<file path="src/rtl/usart_dbuf_pkg.sv">
package usart_dbuf_pkg;
  localparam int BYTE_W = 8;

  typedef struct packed {
    logic              fe;
    logic              ov;
    logic              pe;
    logic [BYTE_W-1:0] data;
  } rx_entry_t;

  // size code: 0..3 -> 5..8 data bits
  function automatic logic [BYTE_W-1:0] size_mask(input logic [1:0] sz);
    logic [BYTE_W-1:0] m;
    for (int i = 0; i < BYTE_W; i++) m[i] = (i < 5 + int'(sz));
    return m;
  endfunction
endpackage

</file>
<file path="src/rtl/usart_dbuf_txhold.sv">
module usart_dbuf_txhold
  import usart_dbuf_pkg::*;
(
  input  logic              clk,
  input  logic              rst,
  input  logic              wr_en,
  input  logic [BYTE_W-1:0] wdata,
  input  logic [1:0]        sz,
  input  logic              tx_en,
  input  logic              sh_empty,
  input  logic              sh_done,
  input  logic              txc_clr,
  output logic              empty_o,
  output logic              sh_load,
  output logic [BYTE_W-1:0] sh_data,
  output logic              txc
);
  logic              full;
  logic [BYTE_W-1:0] hold;
  logic              take;
  logic              load_now;

  assign take     = wr_en && !full;
  assign load_now = full && tx_en && sh_empty;
  assign empty_o  = !full;

  always_ff @(posedge clk) begin
    if (rst) begin
      full    <= 1'b0;
      hold    <= '0;
      sh_load <= 1'b0;
      sh_data <= '0;
      txc     <= 1'b0;
    end else begin
      sh_load <= load_now;
      if (take) begin
        full <= 1'b1;
        hold <= wdata & size_mask(sz);
      end else if (load_now) begin
        full    <= 1'b0;
        sh_data <= hold;
      end
      if (sh_done && !full) txc <= 1'b1;
      else if (txc_clr)     txc <= 1'b0;
    end
  end
endmodule

</file>
<file path="src/rtl/usart_dbuf_rxq.sv">
module usart_dbuf_rxq
  import usart_dbuf_pkg::*;
#(
  parameter int DEPTH = 2
) (
  input  logic      clk,
  input  logic      rst,
  input  logic      flush,
  input  logic      push,
  input  rx_entry_t din,
  input  logic      pop,
  output logic      empty,
  output logic      full,
  output rx_entry_t head
);
  localparam int PTR_W = (DEPTH > 1) ? $clog2(DEPTH) : 1;
  localparam int CNT_W = $clog2(DEPTH + 1);

  rx_entry_t          mem [DEPTH];
  logic [PTR_W-1:0]   wptr, rptr;
  logic [CNT_W-1:0]   count;
  logic               do_push, do_pop;

  function automatic logic [PTR_W-1:0] nxt(input logic [PTR_W-1:0] p);
    return (p == PTR_W'(DEPTH - 1)) ? '0 : p + 1'b1;
  endfunction

  assign empty   = (count == '0);
  assign full    = (count == CNT_W'(DEPTH));
  assign do_push = push && !full && !flush;
  assign do_pop  = pop && !empty && !flush;
  assign head    = mem[rptr];

  always_ff @(posedge clk) begin
    if (do_push) mem[wptr] <= din;
  end

  always_ff @(posedge clk) begin
    if (rst || flush) begin
      wptr  <= '0;
      rptr  <= '0;
      count <= '0;
    end else begin
      if (do_push) wptr <= nxt(wptr);
      if (do_pop)  rptr <= nxt(rptr);
      case ({do_push, do_pop})
        2'b10:   count <= count + 1'b1;
        2'b01:   count <= count - 1'b1;
        default: count <= count;
      endcase
    end
  end
endmodule

</file>
<file path="src/rtl/usart_dbuf.sv">
module usart_dbuf
  import usart_dbuf_pkg::*;
#(
  parameter int ADDR_W    = 3,
  parameter int RX_DEPTH  = 2,
  parameter int DATA_ADDR = 0,
  parameter int STAT_ADDR = 1
) (
  input  logic              clk,
  input  logic              rst,
  input  logic [ADDR_W-1:0] bus_addr,
  input  logic              bus_wr,
  input  logic              bus_rd,
  input  logic [7:0]        bus_wdata,
  output logic [7:0]        bus_rdata,
  input  logic              tx_en,
  input  logic              rx_en,
  input  logic [1:0]        char_sz,
  input  logic              sh_empty,
  input  logic              sh_done,
  output logic              sh_load,
  output logic [7:0]        sh_data,
  input  logic              rx_valid,
  input  logic [7:0]        rx_data,
  input  logic              rx_ferr,
  input  logic              rx_oerr,
  input  logic              rx_perr,
  output logic              rx_complete,
  output logic              dreg_empty,
  output logic              tx_complete,
  output logic              dbl_speed,
  output logic              mpc_mode
);
  logic      sel_data, sel_stat;
  logic      q_empty, q_full, q_push, q_pop;
  logic      ovr_pend;
  rx_entry_t q_head, q_din;
  logic [7:0] stat_byte;

  assign sel_data = (bus_addr == ADDR_W'(DATA_ADDR));
  assign sel_stat = (bus_addr == ADDR_W'(STAT_ADDR));

  usart_dbuf_txhold u_tx (
    .clk      (clk),
    .rst      (rst),
    .wr_en    (bus_wr && sel_data),
    .wdata    (bus_wdata),
    .sz       (char_sz),
    .tx_en    (tx_en),
    .sh_empty (sh_empty),
    .sh_done  (sh_done),
    .txc_clr  (bus_wr && sel_stat && bus_wdata[6]),
    .empty_o  (dreg_empty),
    .sh_load  (sh_load),
    .sh_data  (sh_data),
    .txc      (tx_complete)
  );

  assign q_push     = rx_valid && rx_en;
  assign q_pop      = bus_rd && sel_data;
  assign q_din.fe   = rx_ferr;
  assign q_din.ov   = rx_oerr || ovr_pend;
  assign q_din.pe   = rx_perr;
  assign q_din.data = rx_data & size_mask(char_sz);

  usart_dbuf_rxq #(.DEPTH(RX_DEPTH)) u_rxq (
    .clk   (clk),
    .rst   (rst),
    .flush (!rx_en),
    .push  (q_push),
    .din   (q_din),
    .pop   (q_pop),
    .empty (q_empty),
    .full  (q_full),
    .head  (q_head)
  );

  assign rx_complete = !q_empty;

  always_ff @(posedge clk) begin
    if (rst || !rx_en)        ovr_pend <= 1'b0;
    else if (q_push && q_full) ovr_pend <= 1'b1;
    else if (q_push)           ovr_pend <= 1'b0;
  end

  always_comb begin
    stat_byte = {rx_complete, tx_complete, dreg_empty,
                 q_head.fe & rx_complete, q_head.ov & rx_complete,
                 q_head.pe & rx_complete, dbl_speed, mpc_mode};
  end

  always_ff @(posedge clk) begin
    if (rst) begin
      bus_rdata <= '0;
      dbl_speed <= 1'b0;
      mpc_mode  <= 1'b0;
    end else begin
      if (bus_rd) begin
        if (sel_data)      bus_rdata <= q_empty ? 8'h00 : q_head.data;
        else if (sel_stat) bus_rdata <= stat_byte;
        else               bus_rdata <= 8'h00;
      end
      if (bus_wr && sel_stat) begin
        dbl_speed <= bus_wdata[1];
        mpc_mode  <= bus_wdata[0];
      end
    end
  end
endmodule

</file>
<file path="config.mk">
export PLATFORM = sky130hd
export DESIGN_NAME = usart_dbuf
export DESIGN_NICKNAME = d
export VERILOG_FILES = /design/src/rtl/usart_dbuf_pkg.sv /design/src/rtl/usart_dbuf_txhold.sv /design/src/rtl/usart_dbuf_rxq.sv /design/src/rtl/usart_dbuf.sv
export SDC_FILE = /design/constraint.sdc
export NUM_CORES = 1
export LEC_CHECK = 0
export ABC_AREA = 1
export BUFFER_PORTS_ARGS = -buffer_cell sky130_fd_sc_hd__buf_2
export CAP_MARGIN = 20
export CORE_ASPECT_RATIO = 0.9
export CORE_MARGIN = 1.5
export CORE_UTILIZATION = 53
export CTS_BUF_LIST = sky130_fd_sc_hd__clkbuf_8
export DETAILED_ROUTE_END_ITERATION = 12
export PLACE_DENSITY = 0.87
export SETUP_SLACK_MARGIN = 0.2
export SLEW_MARGIN = 5
export SYNTH_ARGS = -nofsm -noshare
export SYNTH_HDL_FRONTEND = slang
export SYNTH_SLANG_ARGS = --single-unit
</file>
<file path="constraint.sdc">
create_clock -name clk -period 3.37 [get_ports clk]
set_clock_uncertainty 0.1 [all_clocks]
set_input_delay 1.011 -clock clk [delete_from_list [all_inputs] [get_ports clk]]
set_output_delay 1.011 -clock clk [all_outputs]
set_load 0.01 [all_outputs]
</file>
==> flow_summary.json <==
{
  "fin_ws_ns": 1.10,
  "period_share": 0.675,
  "final_area_um2": 2800,
  "whs_ns": 0.345,
  "hold_path_depth": 2,
  "num_rows": 22,
  "die_w_um": 72.7,
  "worst_pin_slew_ns": 0.703,
  "wl_per_cell_um": 12.0,
  "die_y_um": 65.7,
  "hold_path.class": "register to register",
  "seq_area_frac_synth": 0.588,
  "grt_setup_unrepaired": "false",
  "design.core.area_um2": 4130,
  "wl_met1_um": 1950,
  "p_per_area_nw_per_um2": 507,
  "yosysMostFrequentCell": "nand2_1",
  "arrival_ns": 1.16,
  "yosys_warnings": 0,
  "io_pins": 55,
  "hpwlAfterDp_um": 3250,
  "maxSlewViolCount": 0,
  "grt_pass1_vias": 1700,
  "cts_hold_buf": 0,
  "dr_total_vias": 1873,
  "crit_fanout": 5,
  "clock_sinks": 57,
  "synth_fp_nets": 295,
  "crit_path_start_kind": "register",
  "wl_um": 4460,
  "avgSynthCellArea_um2": 8.87,
  "r2r-start": "u_rxq.count[0]",
  "synth_top_area_cell": "dfxtp_1",
  "synthToLayoutAreaGrowth_pct": 21.0,
  "cts.clk_slew.worst_paths_ns": 0.06,
  "syn-cell-area_um2": 2320,
  "dieArea_um2": 4780,
  "p_leak_nw": 1.25,
  "slowest_stage": "dfxtp_1",
  "wl_met2_um": 2170,
  "clockBufferDepth": 2,
  "pre_cts_slack_ns": 0.859,
  "cts_tree": "done",
  "worstSetupPathType": "register to primary output",
  "clk_latency_ns": 0.33,
  "io_buffers": 54,
  "yosysUniqueCellTypes": 29,
  "final_nets": 353,
  "seqCellArea_um2": 1360,
  "synth_area_leaders": "dfxtp_1, edfxtp_1, nand2_1",
  "hp-start": "u_tx.sh_data[3]",
  "dr.pass1.iters": 4,
  "grt_max_degree": 24,
  "finalHoldViolCount": 0,
  "drv_cap": 0,
  "drive_above_1_share": 0.278,
  "grt.total_usage": 0.211,
  "syn_inst": 261,
  "root_buffer": "clkbuf_8",
  "vdd_drop_max_mv": 0.317,
  "start_util": 0.561,
  "end_kind": "primary output",
  "fillCellCount": 324,
  "synth-edff-count": 22,
  "first_iter_violations": 66,
  "synth_top_area_frac": 0.303,
  "cts_buffers": 9,
  "path_depth": 3,
  "setup_viol": 0,
  "cp_num_buf_inv": 2,
  "placement.cell_area_um2": 2610,
  "diodes": 0,
  "cpPeakStageDelay_ns": 0.37,
  "grt_pass1_wl_um": 7330,
  "antenna_left": 0,
  "ys_seq_elements": 57,
  "required_ns": 2.26,
  "grt_overflow": 0,
  "relSlewSlack": 0.529,
  "postCtsResizedCells": 0,
  "fmax_mhz": 440,
  "path_cells": "nor2_4 -> inv_1 -> buf_2",
  "place_congestion": 0.790,
  "cp_top_family": "flip-flops",
  "status": "completed",
  "cts_setup_buffers": 0,
  "htreeDepth": 3,
  "antenna_found_initial": 0,
  "r2r_cells": 4,
  "drc": 0,
  "wl_met3_um": 298,
  "synth_flop_cell": "dfxtp_1",
  "setup-tns-final_ns": 0,
  "synth_common_cells": "nand2_1, dfxtp_1, nor2_1",
  "finalCriticalPeriod_ns": 2.27,
  "async_flop_share": 0,
  "cp-startpoint": "u_rxq.count[0]",
  "vias_per_cell": 5.03,
  "multi_input_area_um2": 811,
  "routed.top_layer": "met4",
  "r2r_slack_ns": 1.66
}
-- metrics by stage --
| stage | power (mW) | std cells | util |
|---|---|---|---|
| 2_1_floorplan | 0.810 | 261 | - |
| 6_report | 1.42 | 372 | 0.679 |
| 3_3_place_gp | 0.849 | 356 | 0.633 |
| 5_1_grt | 1.49 | 372 | 0.679 |
| 3_5_place_dp | 0.853 | 356 | 0.633 |
| 4_1_cts | 1.44 | 372 | 0.679 |
-- registers in the layout, indices dropped and copies added (netlist names), named ones only --
| signal | flops |
|---|---|
| dbl_speed | 1 |
| ovr_pend | 1 |
| u_tx.txc | 1 |
| u_rxq.wptr | 1 |
| u_rxq.count | 2 |
| u_tx.hold | 8 |
| u_tx.sh_load | 1 |
| u_tx.full | 1 |
| u_tx.sh_data | 8 |
| mpc_mode | 1 |
| bus_rdata | 8 |
| u_rxq.rptr | 1 |
| u_rxq.mem | 22 |
-- cell type report --
class                      instances  share of cell area
clock inverter                     4             0.00893
inverter                          27              0.0366
timing repair buffer              55              0.0991
tap                               48              0.0214
multi-input combinational        169               0.289
sequential                        57               0.486
clock buffer                      12              0.0589
-- tightest hold or removal path: stages (launching register included) --
cell and delay [ns]:
dfxtp_1 0.30, inv_1 0.05, a21oi_1 0.05
-- worst paths after layout --
kind	end
worst max-delay path	rx_complete
worst min-delay path	u_tx.sh_data[3]
worst max register to register	u_rxq.mem[1][6]
worst min register to register	u_tx.sh_data[3]
-- logic make-up after synthesis --
kind of cell               count (synthesis)  synth area share
AOI/OAI and AO/OA                         52             0.121
xor gates and xnor gates                   1           0.00378
adders and majority gates                  1           0.00540
buffers and inverters                     35            0.0621
DFF                                       57             0.588
and+or+nand+nor                          115             0.220
-- report_power, final --
| group | switching [mW] | leakage, nW | internal (mW) |
|---|---|---|---|
| clock network | 0.257 | 0.103 | 0.325 |
| logic | 0.0577 | 0.661 | 0.0372 |
| registers | 0.00809 | 0.486 | 0.735 |
| total | 0.322 | 1.25 | 1.10 |
-- layout by cell type, fill, tap and decap left out, types with 2 or more instances in the layout --
master,instances
clkbuf_8,12
nor2_2,3
nand2_1,64
edfxtp_1,22
inv_1,21
nor2_4,2
a21oi_1,18
o21ai_1,4
a21boi_0,4
o21ai_0,23
inv_2,5
nand3_1,4
clkinv_2,3
nor2_1,35
buf_2,54
dfxtp_1,35
-- per-layer routing --
layer	GRT usage	up-vias
li1	-	956
met1	0.241	850
met2	0.350	58
met3	0.103	9
met4	0.0637	0
met5	0	-
Note: power is estimated with default switching activity, not from simulation.
